[config.mk]
export PLATFORM = sky130hd
export DESIGN_NAME = gbn_link
export DESIGN_NICKNAME = d
export VERILOG_FILES = /design/src/rtl/gbn_pkg.sv /design/src/rtl/gbn_crc.sv /design/src/rtl/gbn_sender.sv /design/src/rtl/gbn_receiver.sv /design/src/rtl/gbn_link.sv
export SDC_FILE = /design/constraint.sdc
export NUM_CORES = 1
export LEC_CHECK = 0
export BUFFER_PORTS_ARGS = -buffer_cell sky130_fd_sc_hd__buf_4
export CELL_PAD_IN_SITES_DETAIL_PLACEMENT = 1
export CELL_PAD_IN_SITES_GLOBAL_PLACEMENT = 1
export CORE_ASPECT_RATIO = 0.75
export CORE_UTILIZATION = 46
export CTS_BUF_LIST = sky130_fd_sc_hd__clkbuf_4 sky130_fd_sc_hd__clkbuf_8 sky130_fd_sc_hd__clkbuf_16
export CTS_CLUSTER_SIZE = 12
export DETAILED_ROUTE_END_ITERATION = 16
export GPL_TIMING_DRIVEN = 0
export PLACE_DENSITY = 0.82
export SYNTH_ARGS = -nofsm -noshare
export SYNTH_HDL_FRONTEND = slang
export SYNTH_SLANG_ARGS = --single-unit
[constraint.sdc]
create_clock -name clk -period 3.05 [get_ports clk]
set_input_delay 0.305 -clock clk [delete_from_list [all_inputs] [get_ports clk]]
set_output_delay 0.305 -clock clk [all_outputs]
set_load 0.005 [all_outputs]
[src/rtl/gbn_pkg.sv]
`timescale 1ns/1ps
package gbn_pkg;

    typedef enum logic [1:0] {
        SND_FRESH  = 2'd0,
        SND_RESEND = 2'd1,
        SND_GRANT  = 2'd2
    } snd_state_e;

    typedef enum logic {
        RCV_RUN  = 1'b0,
        RCV_DROP = 1'b1
    } rcv_state_e;

endpackage

[src/rtl/gbn_crc.sv]
`timescale 1ns/1ps
module gbn_crc #(
    parameter int            IW   = 20,
    parameter int            CW   = 8,
    parameter logic [CW-1:0] POLY = CW'(7)
) (
    input  logic [IW-1:0] msg,
    output logic [CW-1:0] crc
);

    always_comb begin
        logic [CW-1:0] r;
        logic          fb;
        r = '0;
        for (int i = IW - 1; i >= 0; i--) begin
            fb = msg[i] ^ r[CW-1];
            r  = {r[CW-2:0], 1'b0};
            if (fb) begin
                r = r ^ POLY;
            end
        end
        crc = r;
    end

endmodule

[src/rtl/gbn_sender.sv]
`timescale 1ns/1ps
module gbn_sender
    import gbn_pkg::*;
#(
    parameter int            DW   = 16,
    parameter int            SW   = 4,
    parameter int            N    = 4,
    parameter int            CW   = 8,
    parameter logic [CW-1:0] POLY = CW'(7)
) (
    input  logic                  clk,
    input  logic                  rst_n,
    input  logic                  src_valid,
    input  logic [DW-1:0]         src_data,
    output logic                  src_ready,
    output logic                  tx_valid,
    input  logic                  tx_ready,
    output logic [SW+DW+CW-1:0]   tx_frame,
    input  logic                  ack_i,
    input  logic                  retry_req_i,
    input  logic [SW-1:0]         retry_seq_i,
    output logic                  retry_ack_o,
    output logic [SW-1:0]         base_o,
    output logic [SW-1:0]         next_o
);

    localparam int            PW  = SW + DW;
    localparam int            AW  = (N > 1) ? $clog2(N) : 1;
    localparam logic [SW:0]   WIN = (SW+1)'(N);

    snd_state_e       st_q, st_d;
    logic [SW-1:0]    base_q, next_q, rd_q, rd_inc, held;
    logic [DW-1:0]    slot_q [N];
    logic [PW-1:0]    payload;
    logic [CW-1:0]    crc;
    logic             full, fire;

    assign held   = next_q - base_q;
    assign full   = ({1'b0, held} == WIN);
    assign rd_inc = rd_q + 1'b1;
    assign fire   = tx_valid && tx_ready;

    // outputs per state
    always_comb begin
        src_ready   = 1'b0;
        tx_valid    = 1'b0;
        retry_ack_o = 1'b0;
        payload     = {next_q, src_data};
        unique case (st_q)
            SND_FRESH: begin
                tx_valid  = src_valid && !full && !retry_req_i;
                src_ready = tx_ready && !full && !retry_req_i;
            end
            SND_RESEND: begin
                tx_valid = !retry_req_i;
                payload  = {rd_q, slot_q[rd_q[AW-1:0]]};
            end
            SND_GRANT: begin
                retry_ack_o = 1'b1;
            end
            default: begin
                tx_valid = 1'b0;
            end
        endcase
    end

    // next state
    always_comb begin
        st_d = st_q;
        unique case (st_q)
            SND_FRESH: begin
                if (retry_req_i) st_d = SND_GRANT;
            end
            SND_RESEND: begin
                if (retry_req_i)                   st_d = SND_GRANT;
                else if (fire && rd_inc == next_q) st_d = SND_FRESH;
            end
            SND_GRANT: begin
                st_d = (rd_q == next_q) ? SND_FRESH : SND_RESEND;
            end
            default: st_d = SND_FRESH;
        endcase
    end

    // state register
    always_ff @(posedge clk) begin
        if (!rst_n) st_q <= SND_FRESH;
        else        st_q <= st_d;
    end

    // window pointers
    always_ff @(posedge clk) begin
        if (!rst_n) begin
            base_q <= '0;
            next_q <= '0;
            rd_q   <= '0;
        end else if (st_q != SND_GRANT && retry_req_i) begin
            base_q <= retry_seq_i;
            rd_q   <= retry_seq_i;
        end else begin
            if (ack_i) base_q <= next_q;
            if (fire) begin
                rd_q <= rd_inc;
                if (st_q == SND_FRESH) next_q <= next_q + 1'b1;
            end
        end
    end

    // retry window storage
    always_ff @(posedge clk) begin
        if (fire && st_q == SND_FRESH) begin
            slot_q[next_q[AW-1:0]] <= src_data;
        end
    end

    gbn_crc #(.IW(PW), .CW(CW), .POLY(POLY)) crc_i (
        .msg (payload),
        .crc (crc)
    );

    assign tx_frame = {payload, crc};
    assign base_o   = base_q;
    assign next_o   = next_q;

endmodule

[src/rtl/gbn_receiver.sv]
`timescale 1ns/1ps
module gbn_receiver
    import gbn_pkg::*;
#(
    parameter int            DW   = 16,
    parameter int            SW   = 4,
    parameter int            N    = 4,
    parameter int            CW   = 8,
    parameter logic [CW-1:0] POLY = CW'(7)
) (
    input  logic                  clk,
    input  logic                  rst_n,
    input  logic                  rx_valid,
    input  logic [SW+DW+CW-1:0]   rx_frame,
    output logic                  dst_valid,
    output logic [DW-1:0]         dst_data,
    output logic                  ack_o,
    output logic                  retry_req_o,
    output logic [SW-1:0]         retry_seq_o,
    input  logic                  retry_ack_i,
    output logic                  drop_o
);

    localparam int             FW   = SW + DW + CW;
    localparam int             CNW  = $clog2(N + 1);
    localparam logic [CNW-1:0] LAST = CNW'(N - 1);

    rcv_state_e      st_q, st_d;
    logic [SW-1:0]   exp_q;
    logic [CNW-1:0]  good_q;
    logic [CW-1:0]   calc;
    logic [SW-1:0]   rx_seq;
    logic [DW-1:0]   rx_data;
    logic            pass, take, reject;
    logic            dvalid_q, ack_q, req_q;
    logic [DW-1:0]   ddata_q;
    logic [SW-1:0]   rseq_q;

    assign rx_seq  = rx_frame[FW-1 -: SW];
    assign rx_data = rx_frame[CW +: DW];
    assign pass    = (calc == rx_frame[CW-1:0]) && (rx_seq == exp_q);

    gbn_crc #(.IW(SW + DW), .CW(CW), .POLY(POLY)) chk_crc_i (
        .msg (rx_frame[FW-1:CW]),
        .crc (calc)
    );

    // outputs per state
    always_comb begin
        take   = 1'b0;
        reject = 1'b0;
        drop_o = 1'b0;
        unique case (st_q)
            RCV_RUN: begin
                take   = rx_valid && pass;
                reject = rx_valid && !pass;
            end
            RCV_DROP: begin
                drop_o = 1'b1;
            end
            default: drop_o = 1'b0;
        endcase
    end

    // next state
    always_comb begin
        st_d = st_q;
        unique case (st_q)
            RCV_RUN:  if (reject)      st_d = RCV_DROP;
            RCV_DROP: if (retry_ack_i) st_d = RCV_RUN;
            default:  st_d = RCV_RUN;
        endcase
    end

    // state register
    always_ff @(posedge clk) begin
        if (!rst_n) st_q <= RCV_RUN;
        else        st_q <= st_d;
    end

    always_ff @(posedge clk) begin
        if (!rst_n) begin
            exp_q    <= '0;
            good_q   <= '0;
            dvalid_q <= 1'b0;
            ddata_q  <= '0;
            ack_q    <= 1'b0;
            req_q    <= 1'b0;
            rseq_q   <= '0;
        end else begin
            dvalid_q <= take;
            ack_q    <= take && (good_q == LAST);
            req_q    <= reject;
            if (take) begin
                ddata_q <= rx_data;
                exp_q   <= exp_q + 1'b1;
                good_q  <= (good_q == LAST) ? '0 : good_q + 1'b1;
            end else if (reject) begin
                good_q <= '0;
                rseq_q <= exp_q;
            end
        end
    end

    assign dst_valid   = dvalid_q;
    assign dst_data    = ddata_q;
    assign ack_o       = ack_q;
    assign retry_req_o = req_q;
    assign retry_seq_o = rseq_q;

endmodule

[src/rtl/gbn_link.sv]
`timescale 1ns/1ps
module gbn_link #(
    parameter int            DW   = 16,
    parameter int            SW   = 4,
    parameter int            N    = 4,
    parameter int            CW   = 8,
    parameter logic [CW-1:0] POLY = CW'(7)
) (
    input  logic                  clk,
    input  logic                  rst_n,
    input  logic                  src_valid,
    input  logic [DW-1:0]         src_data,
    output logic                  src_ready,
    output logic                  phy_tx_valid,
    input  logic                  phy_tx_ready,
    output logic [SW+DW+CW-1:0]   phy_tx_frame,
    input  logic                  phy_rx_valid,
    input  logic [SW+DW+CW-1:0]   phy_rx_frame,
    output logic                  dst_valid,
    output logic [DW-1:0]         dst_data
);

    logic          lk_ack;
    logic          lk_retry_req;
    logic [SW-1:0] lk_retry_seq;
    logic          lk_retry_ack;
    logic [SW-1:0] mon_base;
    logic [SW-1:0] mon_next;
    logic          mon_drop;

    gbn_sender #(.DW(DW), .SW(SW), .N(N), .CW(CW), .POLY(POLY)) snd_i (
        .clk         (clk),
        .rst_n       (rst_n),
        .src_valid   (src_valid),
        .src_data    (src_data),
        .src_ready   (src_ready),
        .tx_valid    (phy_tx_valid),
        .tx_ready    (phy_tx_ready),
        .tx_frame    (phy_tx_frame),
        .ack_i       (lk_ack),
        .retry_req_i (lk_retry_req),
        .retry_seq_i (lk_retry_seq),
        .retry_ack_o (lk_retry_ack),
        .base_o      (mon_base),
        .next_o      (mon_next)
    );

    gbn_receiver #(.DW(DW), .SW(SW), .N(N), .CW(CW), .POLY(POLY)) rcv_i (
        .clk         (clk),
        .rst_n       (rst_n),
        .rx_valid    (phy_rx_valid),
        .rx_frame    (phy_rx_frame),
        .dst_valid   (dst_valid),
        .dst_data    (dst_data),
        .ack_o       (lk_ack),
        .retry_req_o (lk_retry_req),
        .retry_seq_o (lk_retry_seq),
        .retry_ack_i (lk_retry_ack),
        .drop_o      (mon_drop)
    );

endmodule

==> impl_metrics.xml <==
<?xml version="1.0" encoding="UTF-8"?>
<metrics>
  <group name="route">
    <metric name="dr.first_iter.drc_count" unit="">248</metric>
    <metric name="first_pass_iters" unit="">5</metric>
    <metric name="routed_via_density" unit="">5.62</metric>
    <metric name="drc" unit="">0</metric>
    <metric name="final_antenna_net_count" unit="">0</metric>
    <metric name="routed-via-count" unit="">4342</metric>
    <metric name="route.final.wire_length" unit="um">17900</metric>
    <metric name="wl_per_cell" unit="um">23.2</metric>
  </group>
  <group name="global_routing">
    <metric name="gr-usage-all-layers" unit="%">26.5</metric>
    <metric name="first_global_vias" unit="">4655</metric>
    <metric name="grt_antenna_before_repair" unit="">0</metric>
    <metric name="global_route.overflow_total" unit="">0</metric>
    <metric name="grt_max_degree" unit="">20</metric>
    <metric name="grt_first_pass_wirelength" unit="um">26600</metric>
  </group>
  <group name="timing">
    <metric name="rsz0062_at_grt" unit="">yes</metric>
    <metric name="timing.final.crit_share" unit="%">103</metric>
    <metric name="hold_ws" unit="ns">0.163</metric>
    <metric name="final_hold_viol_count" unit="">0</metric>
    <metric name="final_critical_path_setup_slack" unit="ns">-0.103</metric>
    <metric name="final.setup_skew" unit="ns">0.00804</metric>
    <metric name="period_minus_slack" unit="ns">3.15</metric>
    <metric name="timing.fmax" unit="MHz">317</metric>
    <metric name="report.final.setup_viol" unit="">5</metric>
    <metric name="worst_slew_margin_rel" unit="%">50.6</metric>
    <metric name="maxSlewViolCount" unit="">0</metric>
    <metric name="worstMarginPinSlew" unit="ns">0.742</metric>
  </group>
  <group name="floorplanning">
    <metric name="core_region_area" unit="mm^2">0.0125</metric>
    <metric name="start_util" unit="%">48.2</metric>
    <metric name="fp.dieArea" unit="mm^2">0.0136</metric>
    <metric name="io_count" unit="">96</metric>
    <metric name="chipWidth" unit="um">134</metric>
    <metric name="rows" unit="">35</metric>
    <metric name="floorplan.die.height" unit="um">101</metric>
  </group>
  <group name="logic_synthesis">
    <metric name="synthDominantCellAreaShare" unit="%">31.8</metric>
    <metric name="synth_cells" unit="">484</metric>
    <metric name="synth-async-reset-ratio" unit="%">0</metric>
    <metric name="synth.area.top_cells" unit="">sky130_fd_sc_hd__edfxtp_1, sky130_fd_sc_hd__dfxtp_1, sky130_fd_sc_hd__xnor2_1, sky130_fd_sc_hd__mux4_2, sky130_fd_sc_hd__mux2i_1</metric>
    <metric name="postSynthRegisterBits" unit="">111</metric>
    <metric name="synth.distinct_cells" unit="">47</metric>
    <metric name="post_synth.cell_area_avg" unit="um^2">12.5</metric>
    <metric name="netlist_area_before_placement" unit="mm^2">0.00604</metric>
    <metric name="postSynthNetCount" unit="">543</metric>
    <metric name="synth_warnings" unit="">0</metric>
    <metric name="ys_dominant_reg_cell" unit="">sky130_fd_sc_hd__edfxtp_1</metric>
    <metric name="synthDominantAreaCellType" unit="">sky130_fd_sc_hd__edfxtp_1</metric>
    <metric name="synth.yosys.seq_area_share" unit="%">47.4</metric>
    <metric name="number_of_enable_type_register_cells_in_the_synthesized_netlist" unit="">64</metric>
  </group>
  <group name="placement">
    <metric name="dp_hpwl" unit="um">12000</metric>
    <metric name="io_buffers" unit="">91</metric>
    <metric name="place_congestion" unit="">0.906</metric>
    <metric name="placedInstanceArea" unit="mm^2">0.00693</metric>
  </group>
  <group name="critical_path">
    <metric name="critPathCaptureType" unit="">output port</metric>
    <metric name="timing.critical_path.cells" unit="">buf_12, buf_6, buf_4, mux4_2, xor2_2, a21oi_4, buf_4, xnor3_2, xnor2_1, buf_4</metric>
    <metric name="worst-endpoint-required" unit="ns">2.74</metric>
    <metric name="max_stage_delay" unit="ns">0.54</metric>
    <metric name="path_max_fanout" unit="">7</metric>
    <metric name="critical_path_arrival" unit="ns">2.85</metric>
    <metric name="setup.worst_path.class" unit="">reg2out</metric>
    <metric name="path_common_cell" unit="">sky130_fd_sc_hd__buf_4</metric>
    <metric name="worst_setup_path_start_kind" unit="">register</metric>
    <metric name="crit_slowest_cell" unit="">sky130_fd_sc_hd__mux4_2</metric>
  </group>
  <group name="clock_network">
    <metric name="clock-root-buffer" unit="">sky130_fd_sc_hd__clkbuf_16</metric>
    <metric name="holdBufCountCts" unit="">0</metric>
    <metric name="cts_tree" unit="">built</metric>
    <metric name="cts_max_level" unit="">3</metric>
    <metric name="insertion_delay" unit="ns">0.36</metric>
    <metric name="max-clock-path-buffers" unit="">2</metric>
    <metric name="worst_setup_hold_path_clk_slew" unit="ns">0.08</metric>
    <metric name="tritoncts.num_buffers" unit="">9</metric>
    <metric name="cts_sinks" unit="">111</metric>
  </group>
  <group name="pwr">
    <metric name="cellPowerDensity" unit="mW/mm^2">527</metric>
    <metric name="power.ir.vdd_worst" unit="V">0.000347</metric>
    <metric name="static-leakage-power" unit="uW">0.00302</metric>
    <metric name="p_total" unit="uW">4040</metric>
  </group>
  <group name="layout">
    <metric name="layout.nets" unit="">660</metric>
    <metric name="post_route_cells_drive_above_1_share" unit="%">35.0</metric>
    <metric name="multi_input_area" unit="mm^2">0.00323</metric>
    <metric name="final-seq-area" unit="mm^2">0.00287</metric>
    <metric name="finish.instance_area" unit="mm^2">0.00765</metric>
    <metric name="area_delta_synth_final" unit="%">26.7</metric>
    <metric name="mostFrequentLayoutCell" unit="">sky130_fd_sc_hd__buf_4</metric>
    <metric name="fillerInstances" unit="">1293</metric>
    <metric name="antenna_cells_inserted" unit="">0</metric>
    <metric name="most_frequent_cells_in_the_layout" unit="">sky130_fd_sc_hd__buf_4, sky130_fd_sc_hd__edfxtp_1, sky130_fd_sc_hd__xnor2_1, sky130_fd_sc_hd__nor2_1, sky130_fd_sc_hd__dfxtp_1</metric>
  </group>
  <group name="run_status">
    <metric name="failed_checks" unit="">negative setup slack</metric>
    <metric name="run_status" unit="">complete, but fails checks</metric>
  </group>
  <group name="flow_run">
    <metric name="max_cap_violations" unit="">0</metric>
  </group>
  <group name="min_path">
    <metric name="holdCritPathClass" unit="">in2reg</metric>
  </group>
</metrics>
==> synthesized netlist by cell type, types with 2 or more instances <==
master                     instances
sky130_fd_sc_hd__dfxtp_1          47
sky130_fd_sc_hd__buf_2             6
sky130_fd_sc_hd__o21ai_0           8
sky130_fd_sc_hd__xnor2_1          72
sky130_fd_sc_hd__clkbuf_1         16
sky130_fd_sc_hd__o211ai_1          2
sky130_fd_sc_hd__buf_1             3
sky130_fd_sc_hd__nand4_1          13
sky130_fd_sc_hd__mux2_2           13
sky130_fd_sc_hd__nor2_1           48
sky130_fd_sc_hd__nor3_1            4
sky130_fd_sc_hd__a21oi_1          21
sky130_fd_sc_hd__xnor3_2           4
sky130_fd_sc_hd__xnor2_2           2
sky130_fd_sc_hd__xor2_1           27
sky130_fd_sc_hd__xor3_1            3
sky130_fd_sc_hd__a22oi_1           2
sky130_fd_sc_hd__ha_1             10
sky130_fd_sc_hd__nand2_1          12
sky130_fd_sc_hd__edfxtp_1         64
sky130_fd_sc_hd__buf_4             2
sky130_fd_sc_hd__nand2b_1          2
sky130_fd_sc_hd__inv_1            13
sky130_fd_sc_hd__xnor3_1           9
sky130_fd_sc_hd__nand3_1           3
sky130_fd_sc_hd__nand3b_1          2
sky130_fd_sc_hd__and3_1            9
sky130_fd_sc_hd__and2_1            2
sky130_fd_sc_hd__mux2i_1          30
sky130_fd_sc_hd__nor2b_1           3
sky130_fd_sc_hd__mux4_2           16
==> sequential cells by signal, summed over array words and instances (netlist names), 3 cells and up, named ones only <==
register	cells
rcv_i.retry_seq_o	4
snd_i.slot_q	64
rcv_i.dst_data	16
snd_i.next_o	4
snd_i.rd_q	4
rcv_i.good_q	3
snd_i.base_o	4
rcv_i.exp_q	4
==> area by class of cell <==
| type | instances | share of cell area [%] |
|---|---|---|
| flip-flops and latches | 111 | 37.5 |
| inverters | 13 | 0.638 |
| plain buffers | 26 | 2.19 |
| well taps | 166 | 2.71 |
| multi-input cells | 333 | 42.2 |
| clock inverters | 5 | 0.883 |
| clock buffers | 11 | 3.14 |
| repair buffers | 107 | 10.8 |
==> layer usage <==
layer | vias to the layer above | part of all wire [%] | GRT usage, %
met5 | - | 0 | 0
met4 | 0 | 1.8 | 6.91
met3 | 31 | 5.6 | 4.45
met2 | 150 | 49 | 45.2
met1 | 2218 | 44 | 35.5
li1 | 1943 | - | -
==> through the flow <==
step	TNS [ns]	util [%]	cells	worst slack [ns]
after floorplan	0	-	484	0.277
after global placement	-10.74	55.3	741	-0.356
after detailed placement	-23.60	55.3	741	-0.456
after CTS	0	59.9	766	0.00281
after global routing	-0.732	61.1	772	-0.131
final	-0.211	61.1	772	-0.103
==> worst max-delay path: cells and delay by family, from the launching register on <==
kind | cells | cell delay [ns]
buffers and inverters | 5 | 0.66
xor gates and xnor gates | 3 | 0.72
muxes | 1 | 0.54
AOI/OAI and AO/OA | 1 | 0.22
DFF | 1 | 0.35
==> power breakdown <==
group	internal [uW]	switching (uW)	total (uW)
clock	668	563	1230
combinational	612	567	1180
sequential	1610	15.7	1630
total	2890	1150	4040
==> worst paths after layout <==
path	slack, ns	to	from	cells past startpoint
setup / recovery	-0.10	phy_tx_frame[7]	register	10
hold / removal	0.16	snd_i.slot_q[3][7]	src_data[7]	1
setup reg to reg	0.34	snd_i.slot_q[0][10]	snd_i.next_o[0]	8
hold reg to reg	0.46	rcv_i.st_q	rcv_i.st_q	2
==> logic make-up after synthesis <==
kind of cell	count (synthesis)	synth area share [%]
compound gates	41	4.12
xor+xnor	119	21.9
fa+ha+maj	10	2.07
buf+inv	40	2.73
flops	111	47.4
mux	59	13.4
simple gates	104	8.45
==> what timing repair did <==
item	in CTS	in global routing
setup buffers	10	5
gates cloned	0	1
endpoints found under the setup margin	87	73
pin swaps	9	10
gates resized for setup	48	16
Power figures use the tool's default switching activity.
